==> src/rtl/ledblk_pkg.sv <==
package ledblk_pkg;

    typedef enum logic [0:0] {
        ST_IDLE = 1'b0,
        ST_RUN  = 1'b1
    } blink_state_e;

    localparam logic [1:0] SLOT_CTRL   = 2'd0;
    localparam logic [1:0] SLOT_PERIOD = 2'd1;
    localparam logic [1:0] SLOT_DUTY   = 2'd2;
    localparam logic [1:0] SLOT_RUNLEN = 2'd3;

endpackage

==> src/rtl/ledblk_prescale.sv <==
module ledblk_prescale #(
    parameter int MAX_SEL = 13,
    parameter int SEL_W   = 4
) (
    input  logic             clk,
    input  logic             rst_n,
    input  logic             run,
    input  logic             restart,
    input  logic [SEL_W-1:0] sel,
    output logic             tick
);
    localparam int PRE_W = (MAX_SEL > 0) ? MAX_SEL : 1;

    logic [PRE_W-1:0] pre_cnt;
    logic [PRE_W:0]   span;
    logic [PRE_W-1:0] limit;
    logic [SEL_W-1:0] shamt;

    // sel is saturated upstream, so the shift amount never goes negative
    always_comb begin
        shamt = SEL_W'(MAX_SEL) - sel;
        span  = (PRE_W+1)'(1) << shamt;
        limit = PRE_W'(span - (PRE_W+1)'(1));
    end

    assign tick = run && (pre_cnt == limit);

    always_ff @(posedge clk) begin
        if (!rst_n) begin
            pre_cnt <= '0;
        end else if (restart) begin
            pre_cnt <= '0;
        end else if (run) begin
            pre_cnt <= tick ? '0 : pre_cnt + PRE_W'(1);
        end
    end

    // two ticks in a row only with the fastest divider
    a_r4_tick_spacing: assert property (@(posedge clk) disable iff (!rst_n)
        tick |=> (!tick || limit == '0));

endmodule

==> src/rtl/ledblk_phase.sv <==
module ledblk_phase #(
    parameter int CNT_W = 12
) (
    input  logic             clk,
    input  logic             rst_n,
    input  logic             restart,
    input  logic             run,
    input  logic             tick,
    input  logic [CNT_W-1:0] period,
    input  logic [CNT_W-1:0] duty,
    output logic [CNT_W-1:0] phase,
    output logic             wrap,
    output logic             led
);
    assign wrap = tick && (phase == period);
    assign led  = run && (phase < duty);

    always_ff @(posedge clk) begin
        if (!rst_n) begin
            phase <= '0;
        end else if (restart) begin
            phase <= '0;
        end else if (tick) begin
            phase <= wrap ? '0 : phase + CNT_W'(1);
        end
    end

    // the count never passes a steady period value
    a_r6_phase_bounded: assert property (@(posedge clk) disable iff (!rst_n)
        ($stable(period) && $past(phase <= period)) |-> (phase <= period));

endmodule

==> src/rtl/ledblk_runlen.sv <==
module ledblk_runlen #(
    parameter int STOP_W = 16
) (
    input  logic              clk,
    input  logic              rst_n,
    input  logic              restart,
    input  logic              wrap,
    input  logic              opt_on,
    input  logic [STOP_W-1:0] reload,
    output logic              expire
);
    logic [STOP_W-1:0] remain;
    logic              last_one;

    // a loaded 0 counts as 1
    assign last_one = (remain <= STOP_W'(1));
    assign expire   = opt_on && wrap && last_one;

    always_ff @(posedge clk) begin
        if (!rst_n) begin
            remain <= '0;
        end else if (restart) begin
            remain <= reload;
        end else if (opt_on && wrap && !last_one) begin
            remain <= remain - STOP_W'(1);
        end
    end

    // the remaining count only falls one period at a time
    a_r7_runlen_step: assert property (@(posedge clk) disable iff (!rst_n)
        (!$past(restart) && remain != $past(remain)) |-> (remain == $past(remain) - STOP_W'(1)));

endmodule

==> src/rtl/ledblk_ctrl.sv <==
module ledblk_ctrl
    import ledblk_pkg::*;
(
    input  logic clk,
    input  logic rst_n,
    input  logic ctrl_wr,
    input  logic en_bit,
    input  logic expire,
    output logic run,
    output logic restart,
    output logic done_flag
);
    blink_state_e state, state_nx;
    logic         expire_take;

    always_comb begin
        state_nx = state;
        unique case (state)
            ST_IDLE: if (ctrl_wr && en_bit) state_nx = ST_RUN;   // arm
            ST_RUN: begin
                if (ctrl_wr && !en_bit)      state_nx = ST_IDLE; // disarm
                else if (!ctrl_wr && expire) state_nx = ST_IDLE; // expire
            end
            default: state_nx = ST_IDLE;
        endcase
    end

    always_ff @(posedge clk) begin
        if (!rst_n) state <= ST_IDLE;
        else        state <= state_nx;
    end

    always_comb begin
        run         = (state == ST_RUN);
        restart     = (state == ST_IDLE) && ctrl_wr && en_bit;
        expire_take = (state == ST_RUN) && !ctrl_wr && expire;
    end

    always_ff @(posedge clk) begin
        if (!rst_n)           done_flag <= 1'b0;
        else if (expire_take) done_flag <= 1'b1;
        else if (ctrl_wr)     done_flag <= 1'b0;
    end

    // the flag rises only on leaving the running state
    a_r8_flag_on_expiry: assert property (@(posedge clk) disable iff (!rst_n)
        $rose(done_flag) |-> (state == ST_IDLE && $past(state) == ST_RUN));

    // a control write always leaves the flag clear
    a_r9_write_clears: assert property (@(posedge clk) disable iff (!rst_n)
        ctrl_wr |=> !done_flag);

endmodule

==> src/rtl/led_blink_top.sv <==
module led_blink_top
    import ledblk_pkg::*;
#(
    parameter int MAX_SEL = 13,
    parameter int SEL_W   = 4,
    parameter int CNT_W   = 12,
    parameter int STOP_W  = 16,
    parameter int DATA_W  = 16,
    parameter int ADDR_W  = 4
) (
    input  logic              clk,
    input  logic              rst_n,
    input  logic              reg_wr,
    input  logic [ADDR_W-1:0] reg_addr,
    input  logic [DATA_W-1:0] reg_wdata,
    output logic [DATA_W-1:0] reg_rdata,
    output logic              led_out,
    output logic              irq
);
    localparam int EN_BIT   = SEL_W;
    localparam int OPT_BIT  = SEL_W + 1;
    localparam int MASK_BIT = SEL_W + 2;
    localparam int CTRL_W   = SEL_W + 3;

    logic [1:0]        slot;
    logic              aligned;
    logic              ctrl_wr;
    logic [SEL_W-1:0]  sel_q, sel_in;
    logic              opt_q, mask_q;
    logic [CNT_W-1:0]  period_q, duty_q, phase;
    logic [STOP_W-1:0] runlen_q;
    logic              run, restart, done_flag, tick, wrap, expire, led_w;
    logic              unused_wdata_hi;

    assign slot            = reg_addr[3:2];
    assign aligned         = (reg_addr[1:0] == 2'b00);
    assign ctrl_wr         = reg_wr && aligned && (slot == SLOT_CTRL);
    assign unused_wdata_hi = ^reg_wdata[DATA_W-1:CTRL_W];
    assign sel_in = (reg_wdata[SEL_W-1:0] > SEL_W'(MAX_SEL)) ? SEL_W'(MAX_SEL)
                                                             : reg_wdata[SEL_W-1:0];

    always_ff @(posedge clk) begin
        if (!rst_n) begin
            sel_q    <= '0;
            opt_q    <= 1'b0;
            mask_q   <= 1'b0;
            period_q <= '0;
            duty_q   <= '0;
            runlen_q <= '0;
        end else if (reg_wr && aligned) begin
            unique case (slot)
                SLOT_CTRL: begin
                    sel_q  <= sel_in;
                    opt_q  <= reg_wdata[OPT_BIT];
                    mask_q <= reg_wdata[MASK_BIT];
                end
                SLOT_PERIOD: period_q <= reg_wdata[CNT_W-1:0];
                SLOT_DUTY:   duty_q   <= reg_wdata[CNT_W-1:0];
                SLOT_RUNLEN: runlen_q <= reg_wdata[STOP_W-1:0];
                default: ;
            endcase
        end
    end

    always_comb begin
        reg_rdata = '0;
        if (aligned) begin
            unique case (slot)
                SLOT_CTRL:   reg_rdata = DATA_W'({mask_q, opt_q, run, sel_q});
                SLOT_PERIOD: reg_rdata = DATA_W'(period_q);
                SLOT_DUTY:   reg_rdata = DATA_W'(duty_q);
                SLOT_RUNLEN: reg_rdata = DATA_W'(runlen_q);
                default:     reg_rdata = '0;
            endcase
        end
    end

    ledblk_ctrl u_ctrl (
        .clk       (clk),
        .rst_n     (rst_n),
        .ctrl_wr   (ctrl_wr),
        .en_bit    (reg_wdata[EN_BIT]),
        .expire    (expire),
        .run       (run),
        .restart   (restart),
        .done_flag (done_flag)
    );

    ledblk_prescale #(.MAX_SEL(MAX_SEL), .SEL_W(SEL_W)) u_pre (
        .clk     (clk),
        .rst_n   (rst_n),
        .run     (run),
        .restart (restart),
        .sel     (sel_q),
        .tick    (tick)
    );

    ledblk_phase #(.CNT_W(CNT_W)) u_phase (
        .clk     (clk),
        .rst_n   (rst_n),
        .restart (restart),
        .run     (run),
        .tick    (tick),
        .period  (period_q),
        .duty    (duty_q),
        .phase   (phase),
        .wrap    (wrap),
        .led     (led_w)
    );

    ledblk_runlen #(.STOP_W(STOP_W)) u_runlen (
        .clk     (clk),
        .rst_n   (rst_n),
        .restart (restart),
        .wrap    (wrap),
        .opt_on  (opt_q),
        .reload  (runlen_q),
        .expire  (expire)
    );

    assign led_out = led_w;
    assign irq     = done_flag && !mask_q;

    // no light while idle
    a_r11_dark_when_idle: assert property (@(posedge clk) disable iff (!rst_n)
        !run |-> !led_out);

    // every arming starts at phase zero
    a_r10_arm_from_zero: assert property (@(posedge clk) disable iff (!rst_n)
        $rose(run) |-> (phase == '0));

    // a pending request only exists while halted
    a_r8_irq_when_halted: assert property (@(posedge clk) disable iff (!rst_n)
        irq |-> !run);

    // the stored select stays in range
    a_r3_sel_capped: assert property (@(posedge clk) disable iff (!rst_n)
        sel_q <= SEL_W'(MAX_SEL));

endmodule

==> config.mk <==
export PLATFORM = sky130hd
export DESIGN_NAME = led_blink_top
export DESIGN_NICKNAME = d
export VERILOG_FILES = /design/src/rtl/ledblk_pkg.sv /design/src/rtl/ledblk_prescale.sv /design/src/rtl/ledblk_phase.sv /design/src/rtl/ledblk_runlen.sv /design/src/rtl/ledblk_ctrl.sv /design/src/rtl/led_blink_top.sv
export SDC_FILE = /design/constraint.sdc
export NUM_CORES = 1
export LEC_CHECK = 0
export ABC_AREA = 1
export BUFFER_PORTS_ARGS = -buffer_cell sky130_fd_sc_hd__buf_2
export CAP_MARGIN = 0
export CORE_ASPECT_RATIO = 0.8
export CORE_UTILIZATION = 40
export DETAILED_ROUTE_END_ITERATION = 12
export GPL_ROUTABILITY_DRIVEN = 1
export PLACE_DENSITY = 0.54
export SLEW_MARGIN = 20
export SYNTH_ARGS = -nofsm -noshare
export SYNTH_HDL_FRONTEND = slang
export SYNTH_SLANG_ARGS = --single-unit
==> constraint.sdc <==
create_clock -name clk -period 7.3 [get_ports clk]
set_clock_uncertainty 0.1 [all_clocks]
set_input_delay 0 -clock clk [delete_from_list [all_inputs] [get_ports clk]]
set_output_delay 0 -clock clk [all_outputs]
set_load 0.05 [all_outputs]
* Word level (Yosys, flattened, before mapping)
Index checks and enable logic that the tools add are counted.
Word-level totals: input port bits 23, bits in registers 89, output and inout bits 18, word-level logic and storage cells 69
Cells by class: equality and inequality tests 5, add/sub/neg operators 5, reduce and logical (&&, ||, !) cells 29, order comparisons 3, multiplexer cells 13, bitwise gates (word level) 2, shift-type cells 1
Operators with widths (number):
- $pmux W16 S4 | 1
- $mux W16 | 3
- $le A16 B1 Y1 const B | 1
- $logic_and A1 B1 Y1 | 16
- $sub A16 B1 Y16 const B | 1
- $add A13 B1 Y13 const B | 1
- $eq A13 B13 Y1 | 1
- $mux W13 | 1
- $shl A1 B4 Y13 const A | 1
- $sub A13 B1 Y13 const B | 1
- $add A12 B1 Y12 const B | 1
- $eq A12 B12 Y1 | 1
- $lt A12 B12 Y1 | 1
- $mux W12 | 1
- $reduce_and A2 Y1 | 4
- $mux W1 | 5
- $eq A2 B2 Y1 const B | 2
- $gt A4 B4 Y1 const B | 1
- $logic_not A1 Y1 | 4
- $logic_not A2 Y1 | 2
- $mux W4 | 1
- $reduce_bool A2 Y1 | 2
- $sub A4 B4 Y4 const A | 1
- $eq A2 B1 Y1 const B | 1
- 3 further kinds | 4

* Logic depth before layout (Yosys ltp)
word-level depth 12, depth in mapped cells 21, mapped depth without buffers 19

* Modules after synthesis
Synthesis repeated with hierarchy kept, for this count alone.
Unflattened totals: cell total of the unflattened synthesis 986, area, all modules 6133.4 µm²
Modules (own cells, without submodules):
- led_blink_top | area each 2402.3 µm², cells an instance 392, times used 1, seq. area each 920.9 µm²
- ledblk_prescale | area each 1276.2 µm², cells an instance 215, times used 1, seq. area each 260.2 µm²
- ledblk_runlen | area each 1260.0 µm², cells an instance 209, times used 1, seq. area each 320.3 µm²
- ledblk_phase | area each 1109.8 µm², cells an instance 158, times used 1, seq. area each 240.2 µm²
- ledblk_ctrl | area each 85.1 µm², cells an instance 12, times used 1, seq. area each 40.0 µm²

* Least setup slack after synthesis
No wires, ideal clock.
path type reg-to-reg, start register sel_q[1], end register u_runlen.remain[10], path buffers 1, required time 7.072 ns, setup time 0.128 ns, period minus slack after synthesis 2.862 ns, setup slack 4.438 ns, cell stages (with the launch flop) 20, arrival 2.634 ns, cell sequence dfxtp_1 > ha_1 > nand2_1 > nor2_2 > nand2_1 > ha_1 > xnor2_1 > nor2_1 > nand2_1 > nor2_1 > nand2_1 > nor2_1 > nand4_1 > nor2_4 > nand4_4 > nand2_2 > buf_6 > nand2_1 > nand2_1 > nor2_1
On the way: longest elaborated chain between the ends 9
Ends and longest elaborated chain:
- start: declaration | RTL line led_blink_top.sv:28 | logic [SEL_W-1:0] sel_q, sel_in;
- start signal: assignment | RTL line led_blink_top.sv:53 | sel_q <= sel_in;
- $sub A4 B4 Y4 | RTL line ledblk_prescale.sv:21 | shamt = SEL_W'(MAX_SEL) - sel;
- $shl A1 B4 Y13 | RTL line ledblk_prescale.sv:22 | span = (PRE_W+1)'(1) << shamt;
- $sub A13 B1 Y13 | RTL line ledblk_prescale.sv:23 | limit = PRE_W'(span - (PRE_W+1)'(1));
- $eq A13 B13 Y1 | RTL line ledblk_prescale.sv:26 | assign tick = run && (pre_cnt == limit);
- $logic_and A1 B1 Y1 | RTL line ledblk_prescale.sv:26
- $logic_and A1 B1 Y1 | RTL line ledblk_phase.sv:15 | assign wrap = tick && (phase == period);
- $logic_and A1 B1 Y1 (2 in a row) | RTL line ledblk_runlen.sv:24 | end else if (opt_on && wrap && !last_one) begin
- $reduce_bool A2 Y1 (no line)
- end signal: assignment | RTL line ledblk_runlen.sv:23 | remain <= reload;
- end signal: assignment | RTL line ledblk_runlen.sv:25 | remain <= remain - STOP_W'(1);
- end: declaration | RTL line ledblk_runlen.sv:12 | logic [STOP_W-1:0] remain;
No other way between the ends. A chain may end at the register's enable or synchronous reset.

* Final worst setup path
start register sel_q[1], end register u_runlen.remain[8]
The elaborated chain is that of the path after synthesis.

==> metrics.md <==
| Metric | Value |
|---|---|
| Status | finished, final reports clean |
| Maximum vdd drop | 0.000134 V |
| Initial antenna violation count | 0 |
| Post-DP HPWL | 12.3 mm |
| Slew margin rel. | 40.2% |
| Synth top area cells | dfxtp_1, nand2_1, inv_1, nor2_1, a21oi_1 |
| Maximum clock rate | 0.273 GHz |
| Ports | 41 |
| Post-route DRC | 0 |
| Min cycle time layout | 3670 ps |
| PwrDens | 173 mW/mm^2 |
| Vias in the first global route | 5061 |
| Nets | 903 |
| Worst path cell trace | ha_1, nand2_1, nor2_2, nand2_1, ha_1, xnor2_1, nor2_1, nand2_1, nor2_1, nand2_1, nor2_1, nand4_1, nor2_4, nand4_4, nand2_2, inv_1, nor2_1, nor2_1 |
| Share of layout cells above drive strength 1 | under 10% |
| Critical Path End Type | register |
| CTS Sinks | 89 |
| Arr. time, crit path | 3810 ps |
| CORE AREA | 0.0130 sq mm |
| Die Wd | 132 um |
| Slew Limit Fails | 0 |
| Post-CTS resize count | 0 |
| # fillers | 1348 |
| Post-synth EDFFs | 0 |
| Hold Startpoint | reg_wr |
| Critical Path Most Common Cell | nor2_1 |
| Grt total ovfl | 0 |
| Clk_lat worst skew | 360 ps |
| Startpoint Class | register |
| Drt via density | 5.22 |
| Fraction of registers with async set/reset | 0% |
| Static leakage | 0.00262 uW |
| Largest net degree at the start of global routing | 49 |
| Worst slew pin tran | 895 ps |
| Initial DRC Count | 418 |
| Predominant post-synthesis flop cell | dfxtp_1 |
| Overall Global Routing Usage | roughly 24% |
| FF/Latch Area | 0.00178 sq mm |
| Worst r2r src | sel_q[1] |
| Port Buffers | 40 |
| Kind of critical path | reg -> reg |
| Final Cycle Share | 50.2% |
| Syn_area_per_cell | 6.56 sq um |
| Most common cell in the netlist | nand2_1 |
| Buf+Inv Stages, Crit Path | 1 |
| Post-route ant nets | 0 |
| Critical Path RT | 7450 ps |
| Die area | between 0.01 and 0.015 sq mm |
| Commonest cells in the netlist | nand2_1, inv_1, nor2_1, dfxtp_1 |
| Critical Path Start | sel_q[1] |
| Post-synthesis sequential area ratio | approximately 33% |
| Site Rows | 37 |
| CTS tree | done |
| CTS root buffer | clkbuf_16 |
| Seq cells post-synth | 89 |
| CP max FO | 17 |
| Hold-fix buffers, CTS | 16 |
| Synth unique cells | 36 |
| Global-route wire length before repair | ~26 mm |
| Setup bufs post-CTS | 0 |
| Endpoints failing setup | 0 |
| Cts bufs inserted | 9 |
| CP top delay family | simple AND/OR/NAND/NOR gates |
| Cell Area, Synth | 0.00539 sq mm |
| Area of the multi-input gates | 0.00307 sq mm |
| Starting Density | 41.4% |
| Vias after detailed routing | 5443 |
| Area growth, synth to finish | 14.1% |
| Overall routed net length | around 16 mm |
| Yosys Warn Count | 0 |
| RSZ-0062 raised after global routing | false |
| Post-synth top area share | 33.1% |
| Antenna diode count | 0 |
| CP max stage delay | roughly 420 ps |
| Final hold slack | roughly 44 ps |
| Hold crit path type | in -> reg |
| Area leader, netlist | dfxtp_1 |
| Max-Cap Viols | 0 |
| Slowest CP cell | ha_1 |
| Hold Vio Cnt, Final | 0 |
| Clk buf depth | 2 |
| Die H | between 100 and 150 um |
| WL per Instance | 15.6 um |
| Post-Route Setup TNS | 0 ps |
| Total power | 1060 uW |
| Clock transition at path regs | 70 ps |
| Gpl congestion | 0.893 |
| Syn Inst Count | 822 |
| Net Count, Synth | approximately 860 |
| H-Tree Level Count | 3 |
| First-pass iteration count of the detailed router | 5 |
[per-layer routing]
layer	wire, um	vias to the layer above	track usage (%)
li1	-	2785	-
met1	8320	2530	34.7
met2	7060	117	37.9
met3	646	11	4.71
met4	186	0	5.65
met5	0	-	0
[worst reg2reg max path, delay by kind of cell (launching register included)]
kind | cells | cell delay (ps)
flops | 1 | 360
xor+xnor | 1 | 150
simple gates | 14 | 2070
fa+ha+maj | 2 | 740
buf+inv | 1 | 150
[flip-flops by register name, indices dropped and copies added (netlist names)]
name              flops
u_ctrl.run            1
u_pre.pre_cnt        13
sel_q                 4
u_phase.phase        12
period_q             12
opt_q                 1
u_ctrl.done_flag      1
u_runlen.remain      16
duty_q               12
mask_q                1
runlen_q             16
[per-stage QoR]
step | setup WS (ps) | utilization, % | cells | cell area [sq um]
after CTS | 3630 | 47.3 | 1043 | 6150
after detailed placement | 3640 | 43.8 | 1011 | 5700
after floorplan | 4440 | - | 822 | 5390
final | 3630 | 47.3 | 1043 | 6150
after global placement | 3850 | 43.8 | 1011 | 5700
after global routing | 3170 | 47.3 | 1043 | 6150
[worst paths after layout]
kind                         to  slack [ps]  depth (start not counted)
max          u_runlen.remain[8]        3630                         18
max reg2reg  u_runlen.remain[8]        3630                         18
min                 runlen_q[4]          40                          5
min reg2reg    u_ctrl.done_flag         380                          2
[final cells by class]
type | instances | area share (%)
clock buffer | 11 | 4.11
clock inverter | 5 | 0.631
inverter | 113 | 6.90
multi-input combinational | 594 | 50.0
sequential | 89 | 29.0
tap | 175 | 3.56
timing repair buffer | 56 | 5.86
[placed cells by master, fill, tap and decap left out, drive strengths merged]
cell / count
xnor2: 6
xor2: 27
inv: 113
a221oi: 8
o211a: 1
a31oi: 3
nor3: 23
clkbuf: 11
o221ai: 5
dfxtp: 89
ha: 17
nand3: 54
nand4: 17
a21oi: 65
o22ai: 3
a21o: 1
a211oi: 5
o211ai: 1
nand2: 169
clkinv: 5
nand3b: 4
o21ai: 66
nor2: 109
o21bai: 2
nor4: 8
dlygate4sd3: 16
buf: 40
[cells by family after synthesis]
kind of cell / synth area share (%)
flops: 33.1
simple gates: 31.2
compound gates: 16.5
buf+inv: 9.93
fa+ha+maj: 3.95
xor+xnor: 5.36
[power by group]
part	total [uW]	switching [uW]	leakage [uW]	internal, uW
sequential	498	5.77	0.000719	492
combinational	100	66.9	0.00175	33.3
clock	464	212	0.000147	252
(Power assumes the default switching activity.)
